## src/rtl/pfd_pkg.sv

```systemverilog
package pfd_pkg;
  localparam int DIV_SEL_W = 2;
  localparam int NCH       = 2;          // 0: reference, 1: feedback
  localparam int MAX_HALF  = 2;          // input rises per half period at the largest ratio
  localparam int CNT_W     = $clog2(MAX_HALF);

  typedef enum logic [DIV_SEL_W-1:0] {
    DIV_BY1  = 2'b00,
    DIV_BY2  = 2'b01,
    DIV_BY4  = 2'b10,
    DIV_RSVD = 2'b11
  } div_sel_e;

  function automatic logic is_bypass(div_sel_e s);
    return (s == DIV_BY1) || (s == DIV_RSVD);
  endfunction

  // last count value before the divided output toggles
  function automatic logic [CNT_W-1:0] last_count(div_sel_e s);
    case (s)
      DIV_BY4: return CNT_W'(MAX_HALF - 1);
      default: return '0;
    endcase
  endfunction
endpackage

```

## src/rtl/pfd_prescaler.sv

```systemverilog
module pfd_prescaler
  import pfd_pkg::*;
(
  input  logic                 clk_i,
  input  logic                 rst_ni,
  input  logic                 in_i,
  input  logic [DIV_SEL_W-1:0] sel_i,
  output logic                 div_o
);
  logic             in_q;
  div_sel_e         act_q;
  logic [CNT_W-1:0] cnt_q;
  logic             div_q;
  logic             at_rest;
  logic             in_rise;

  assign at_rest = !div_q && (cnt_q == '0) && !in_i;
  assign in_rise = in_i && !in_q;

  always_ff @(posedge clk_i or negedge rst_ni) begin
    if (!rst_ni) begin
      in_q  <= 1'b0;
      act_q <= DIV_BY1;
      cnt_q <= '0;
      div_q <= 1'b0;
    end else begin
      in_q <= in_i;
      if (at_rest) act_q <= div_sel_e'(sel_i);
      if (is_bypass(act_q)) begin
        div_q <= in_i;
        cnt_q <= '0;
      end else if (in_rise) begin
        if (cnt_q == last_count(act_q)) begin
          cnt_q <= '0;
          div_q <= !div_q;
        end else begin
          cnt_q <= cnt_q + CNT_W'(1);
        end
      end
    end
  end

  assign div_o = div_q;
endmodule

```

## src/rtl/pfd_core.sv

```systemverilog
module pfd_core (
  input  logic clk_i,
  input  logic rst_ni,
  input  logic ref_div_i,
  input  logic fb_div_i,
  output logic up_o,
  output logic dn_o
);
  logic ref_prev_q, fb_prev_q;
  logic up_q, dn_q;
  logic clr;

  assign clr = up_q && dn_q;

  always_ff @(posedge clk_i or negedge rst_ni) begin
    if (!rst_ni) begin
      ref_prev_q <= 1'b0;
      fb_prev_q  <= 1'b0;
      up_q       <= 1'b0;
      dn_q       <= 1'b0;
    end else begin
      ref_prev_q <= ref_div_i;
      fb_prev_q  <= fb_div_i;
      // clear has priority; an edge landing in the clear cycle is dropped
      up_q <= clr ? 1'b0 : (up_q || (ref_div_i && !ref_prev_q));
      dn_q <= clr ? 1'b0 : (dn_q || (fb_div_i && !fb_prev_q));
    end
  end

  assign up_o = up_q;
  assign dn_o = dn_q;
endmodule

```

## src/rtl/dual_prescaled_pfd.sv

```systemverilog
module dual_prescaled_pfd
  import pfd_pkg::*;
(
  input  logic                 clk_i,
  input  logic                 rst_ni,
  input  logic                 ref_i,
  input  logic                 fb_i,
  input  logic [DIV_SEL_W-1:0] ref_div_sel_i,
  input  logic [DIV_SEL_W-1:0] fb_div_sel_i,
  input  logic                 pol_i,
  output logic                 up_o,
  output logic                 dn_o
);
  logic [NCH-1:0]                in_w;
  logic [NCH-1:0]                div_w;
  logic [NCH-1:0][DIV_SEL_W-1:0] sel_w;
  logic                          up_raw, dn_raw;
  logic                          pol_q;

  assign in_w  = {fb_i, ref_i};
  assign sel_w = {fb_div_sel_i, ref_div_sel_i};

  for (genvar ch = 0; ch < NCH; ch++) begin : g_ch
    pfd_prescaler u_div (
      .clk_i (clk_i),
      .rst_ni(rst_ni),
      .in_i  (in_w[ch]),
      .sel_i (sel_w[ch]),
      .div_o (div_w[ch])
    );
  end

  pfd_core u_core (
    .clk_i    (clk_i),
    .rst_ni   (rst_ni),
    .ref_div_i(div_w[0]),
    .fb_div_i (div_w[1]),
    .up_o     (up_raw),
    .dn_o     (dn_raw)
  );

  always_ff @(posedge clk_i or negedge rst_ni) begin
    if (!rst_ni) pol_q <= 1'b0;
    else         pol_q <= pol_i;
  end

  always_comb begin
    up_o = pol_q ? dn_raw : up_raw;
    dn_o = pol_q ? up_raw : dn_raw;
  end
endmodule

```

## config.mk

```make
export PLATFORM = sky130hd
export DESIGN_NAME = dual_prescaled_pfd
export DESIGN_NICKNAME = d
export VERILOG_FILES = /design/src/rtl/pfd_pkg.sv /design/src/rtl/pfd_prescaler.sv /design/src/rtl/pfd_core.sv /design/src/rtl/dual_prescaled_pfd.sv
export SDC_FILE = /design/constraint.sdc
export NUM_CORES = 1
export LEC_CHECK = 0
export ABC_CLOCK_PERIOD_IN_PS = 1390
export CAP_MARGIN = 20
export CORE_ASPECT_RATIO = 1.25
export CORE_MARGIN = 5
export CORE_UTILIZATION = 35
export DETAILED_ROUTE_END_ITERATION = 12
export DONT_BUFFER_PORTS = 1
export GPL_ROUTABILITY_DRIVEN = 0
export GPL_TIMING_DRIVEN = 0
export PLACE_DENSITY_LB_ADDON = 0.05
export RECOVER_POWER = 25
export SYNTH_ARGS = -nofsm -noshare
export SYNTH_HDL_FRONTEND = slang
export SYNTH_HIERARCHICAL = 1
export SYNTH_SLANG_ARGS = --single-unit
```

## constraint.sdc

```tcl
create_clock -name clk_i -period 1.39 [get_ports clk_i]
set_input_delay 0.278 -clock clk_i [delete_from_list [all_inputs] [get_ports clk_i]]
set_output_delay 0.278 -clock clk_i [all_outputs]
set_load 0.02 [all_outputs]
```

==> results by group <==
STA
  • Slew margin rel.: 54.76%
  • Clock Skews: 0.002553 ns
  • Fin crit period: 1.382 ns
  • Max Slew Vio Count: 0
  • Count of final setup violators: 0
  • Period Utilization, post-route: 99.45%
  • Final hold vios: 0
  • Peak Freq: 723.4 MHz
  • Worst-Margin Slew: 0.6764 ns
  • RSZ-0062 raised after global routing: true
  • Hold Slack: 0.02442 ns

Die
  • Initial Util: 36.02%
  • Die ar.: 0.003020 mm2
  • Total core area: 0.001959 mm2
  • Die H: 60.20 um
  • Core Rows: 18
  • I/O pin cnt: 11
  • Die width: 50.16 um

Drt
  • DR WL/cell: 14.18 um
  • Final ANT Viol Nets: 0
  • # DRC: 0
  • DRT Wirelength: 1134 um
  • Drt first pass iters: 2
  • Drt via density: 5.025
  • Starting DRC count in detailed routing: 2
  • Vias: 402

Global routing
  • Wire length of the first global-routing pass: 1911 um
  • Antenna violations before repair: 0
  • Largest net degree at the start of global routing: 16
  • Total global routing overflow: 0
  • Total GRT Usage: 8.580%
  • Vias in the first global route: 462

Setup path
  • CP arrival: 1.59 ns
  • Crit-path max FO: 2
  • Reg2reg end: g_ch[0].u_div/div_o$_DFFE_PN0P_
  • Worst R2R Start: g_ch[0].u_div/act_q[1]$_DFFE_PN0P_
  • Worst R2R Path Depth: 5
  • R2R setup slack: 0.008 ns
  • CP Data Required Time: 1.60 ns
  • Setup crit start kind: register
  • Worst setup path class: register to register
  • Worst Setup End Kind: register

Cells and area
  • Final std cells w/o fill: 80
  • # nets final: 74
  • Antenna diodes: 0
  • Layout cells sized above 1: 33.33%
  • Post-synthesis to final-layout area growth: 15.07%

Clock network
  • Skew-Pair Late Insertion Delay: 0.27 ns
  • Clk slew on worst S/H paths: 0.09 ns
  • CTS H-tree lvls: 1
  • Root Driver: clkbuf_4
  • TritonCTS clock tree: done
  • Max Root-Sink Buffers: 2
  • Clock sink total: 15
  • TritonCTS buffer count: 3

Synth
  • Mapped Area: 705.7 um2
  • Synth area leader: dfrtp_1
  • Yosys top cell area share: 53.19%
  • Number of synthesized flops with an enable pin: 0
  • Synthesized flop and latch total: 15
  • Syn_nets: 68
  • Yosys warning count: 6
  • Seq/Total Area, Yosys: 53.19%
  • Mean post-synth cell area: 12.83 um2
  • Ys flop type: dfrtp_1
  • Leading post-synthesis cells by cell area: dfrtp_1, nand2b_4, ha_1, mux2_2, mux2i_1
  • Fraction of registers with async set/reset: 100.0%
  • Synthesized instance count: 55
  • Distinct cells, synth: 15
  • Most common cell in the synthesized netlist: dfrtp_1

Pwr
  • Peak VDD IR: 0.8635 mV
  • Power per cell area: 2188 mW/mm2
  • Tot Pwr: 1.776 mW
  • P_leak: 0.3465 nW

Worst hold path
  • Hold Path Class: input port to register
  • Min-Delay Endpoint: g_ch[0].u_div/in_q$_DFF_PN0_
  • Hold Crit Start: ref_i
  • Worst hold path cell count: 0

Run
  • Max_cap viols: 0

Place
  • Hpwl dp: 854.8 um
  • Port bufs: 0
  • Placed cell count: 75

Run status
  • Status: completed
[repair_timing]
action                                 4_1_cts  5_1_grt
resized for setup                            4        3
buffers inserted                             0        0
endpoints found under the hold margin       15        0
setup endpoints to repair                    2        2
hold buffers                                 1        0
pin swaps                                    6        3
[metal layers]
layer / vias to the layer above / share of wire, % / global-route usage [%]
li1: 200 / - / -
met5: - / 0 / 0
met1: 195 / 39 / 8.230
met3: 0 / 5.6 / 3.741
met2: 7 / 56 / 14.72
met4: 0 / 0 / 5.618
[registers in the layout, summed over array words and instances, names as in the netlist]
| name | count |
|---|---|
| g_ch.u_div/act_q | 4 |
| g_ch.u_div/cnt_q | 2 |
| g_ch.u_div/div_o | 2 |
| g_ch.u_div/in_q | 2 |
| pol_q | 1 |
| u_core/dn_o | 1 |
| u_core/fb_prev_q | 1 |
| u_core/ref_prev_q | 1 |
| u_core/up_o | 1 |
[power by group]
part	total [mW]	switching [mW]	internal [mW]	leakage [nW]
combinational	0.773	0.338	0.435	0.150
clock	0.240	0.129	0.111	0.0150
sequential	0.763	0.155	0.608	0.182
[worst max-delay path by stage]
| stage | from | end | depth (start not counted) |
|---|---|---|---|
| 3_3_place_gp | g_ch[1].u_div/act_q[1]$_DFFE_PN0P_ | g_ch[1].u_div/div_o$_DFFE_PN0P_ | 5 |
| 2_1_floorplan | g_ch[0].u_div/act_q[1]$_DFFE_PN0P_ | g_ch[0].u_div/div_o$_DFFE_PN0P_ | 5 |
| 3_5_place_dp | g_ch[1].u_div/act_q[1]$_DFFE_PN0P_ | g_ch[1].u_div/div_o$_DFFE_PN0P_ | 5 |
| 5_1_grt | g_ch[0].u_div/act_q[1]$_DFFE_PN0P_ | g_ch[0].u_div/div_o$_DFFE_PN0P_ | 5 |
| 6_report | g_ch[0].u_div/act_q[1]$_DFFE_PN0P_ | g_ch[0].u_div/div_o$_DFFE_PN0P_ | 5 |
| 4_1_cts | g_ch[0].u_div/act_q[1]$_DFFE_PN0P_ | g_ch[0].u_div/div_o$_DFFE_PN0P_ | 5 |
[area by class of cell]
type / count / area (um2)
flip-flops and latches: 15 / 375.4
clock buffers: 4 / 26.28
multi-input cells: 36 / 360.3
fillers: 192 / 1147
well taps: 20 / 25.02
repair buffers: 1 / 10.01
inverters: 4 / 15.01
[kinds of logic (layout without fill, tap and decap cells)]
family | after synthesis | count (layout) | share of synthesized area, %
AOI/OAI and AO/OA | 4 | 4 | 2.837
adders and majority gates | 4 | 4 | 7.092
buffers and inverters | 4 | 9 | 2.127
DFF | 15 | 15 | 53.19
muxes | 8 | 8 | 12.06
and+or+nand+nor | 20 | 20 | 22.70
[worst max-delay path, cell delays in order (launching register included)]
cell and delay, ns:
dfrtp_1 0.42, ha_4 0.18, ha_4 0.27, nand2b_4 0.05, or3b_1 0.34, nand3_1 0.07
[cell usage in the layout (no fill, tap or decap)]
| cell type | instances |
|---|---|
| nor3b_1 | 2 |
| clkbuf_4 | 3 |
| nand2b_4 | 3 |
| and2b_2 | 2 |
| nor3_2 | 2 |
| nor2_1 | 2 |
| ha_4 | 4 |
| clkbuf_1 | 1 |
| o21ai_0 | 2 |
| or3b_1 | 2 |
| inv_2 | 1 |
| dfrtp_1 | 15 |
| mux2_2 | 4 |
| nand3_1 | 4 |
| nand2_1 | 2 |
| dlygate4sd3_1 | 1 |
| nand2b_2 | 1 |
| a21oi_1 | 2 |
| mux2i_1 | 4 |
| inv_1 | 3 |
[through the flow]
| stage | utilization [%] | setup TNS [ns] | instance area, um2 | setup slack (ns) |
|---|---|---|---|---|
| 2_1_floorplan | - | 0 | 705.7 | 0.01995 |
| 3_3_place_gp | 37.29 | -0.03051 | 730.7 | -0.02347 |
| 3_5_place_dp | 37.29 | -0.08097 | 730.7 | -0.04051 |
| 4_1_cts | 40.68 | -0.005148 | 797.0 | -0.002808 |
| 5_1_grt | 41.44 | -0.04794 | 812.0 | -0.02804 |
| 6_report | 41.44 | 0 | 812.0 | 0.007693 |
Power figures use the tool's default switching activity.
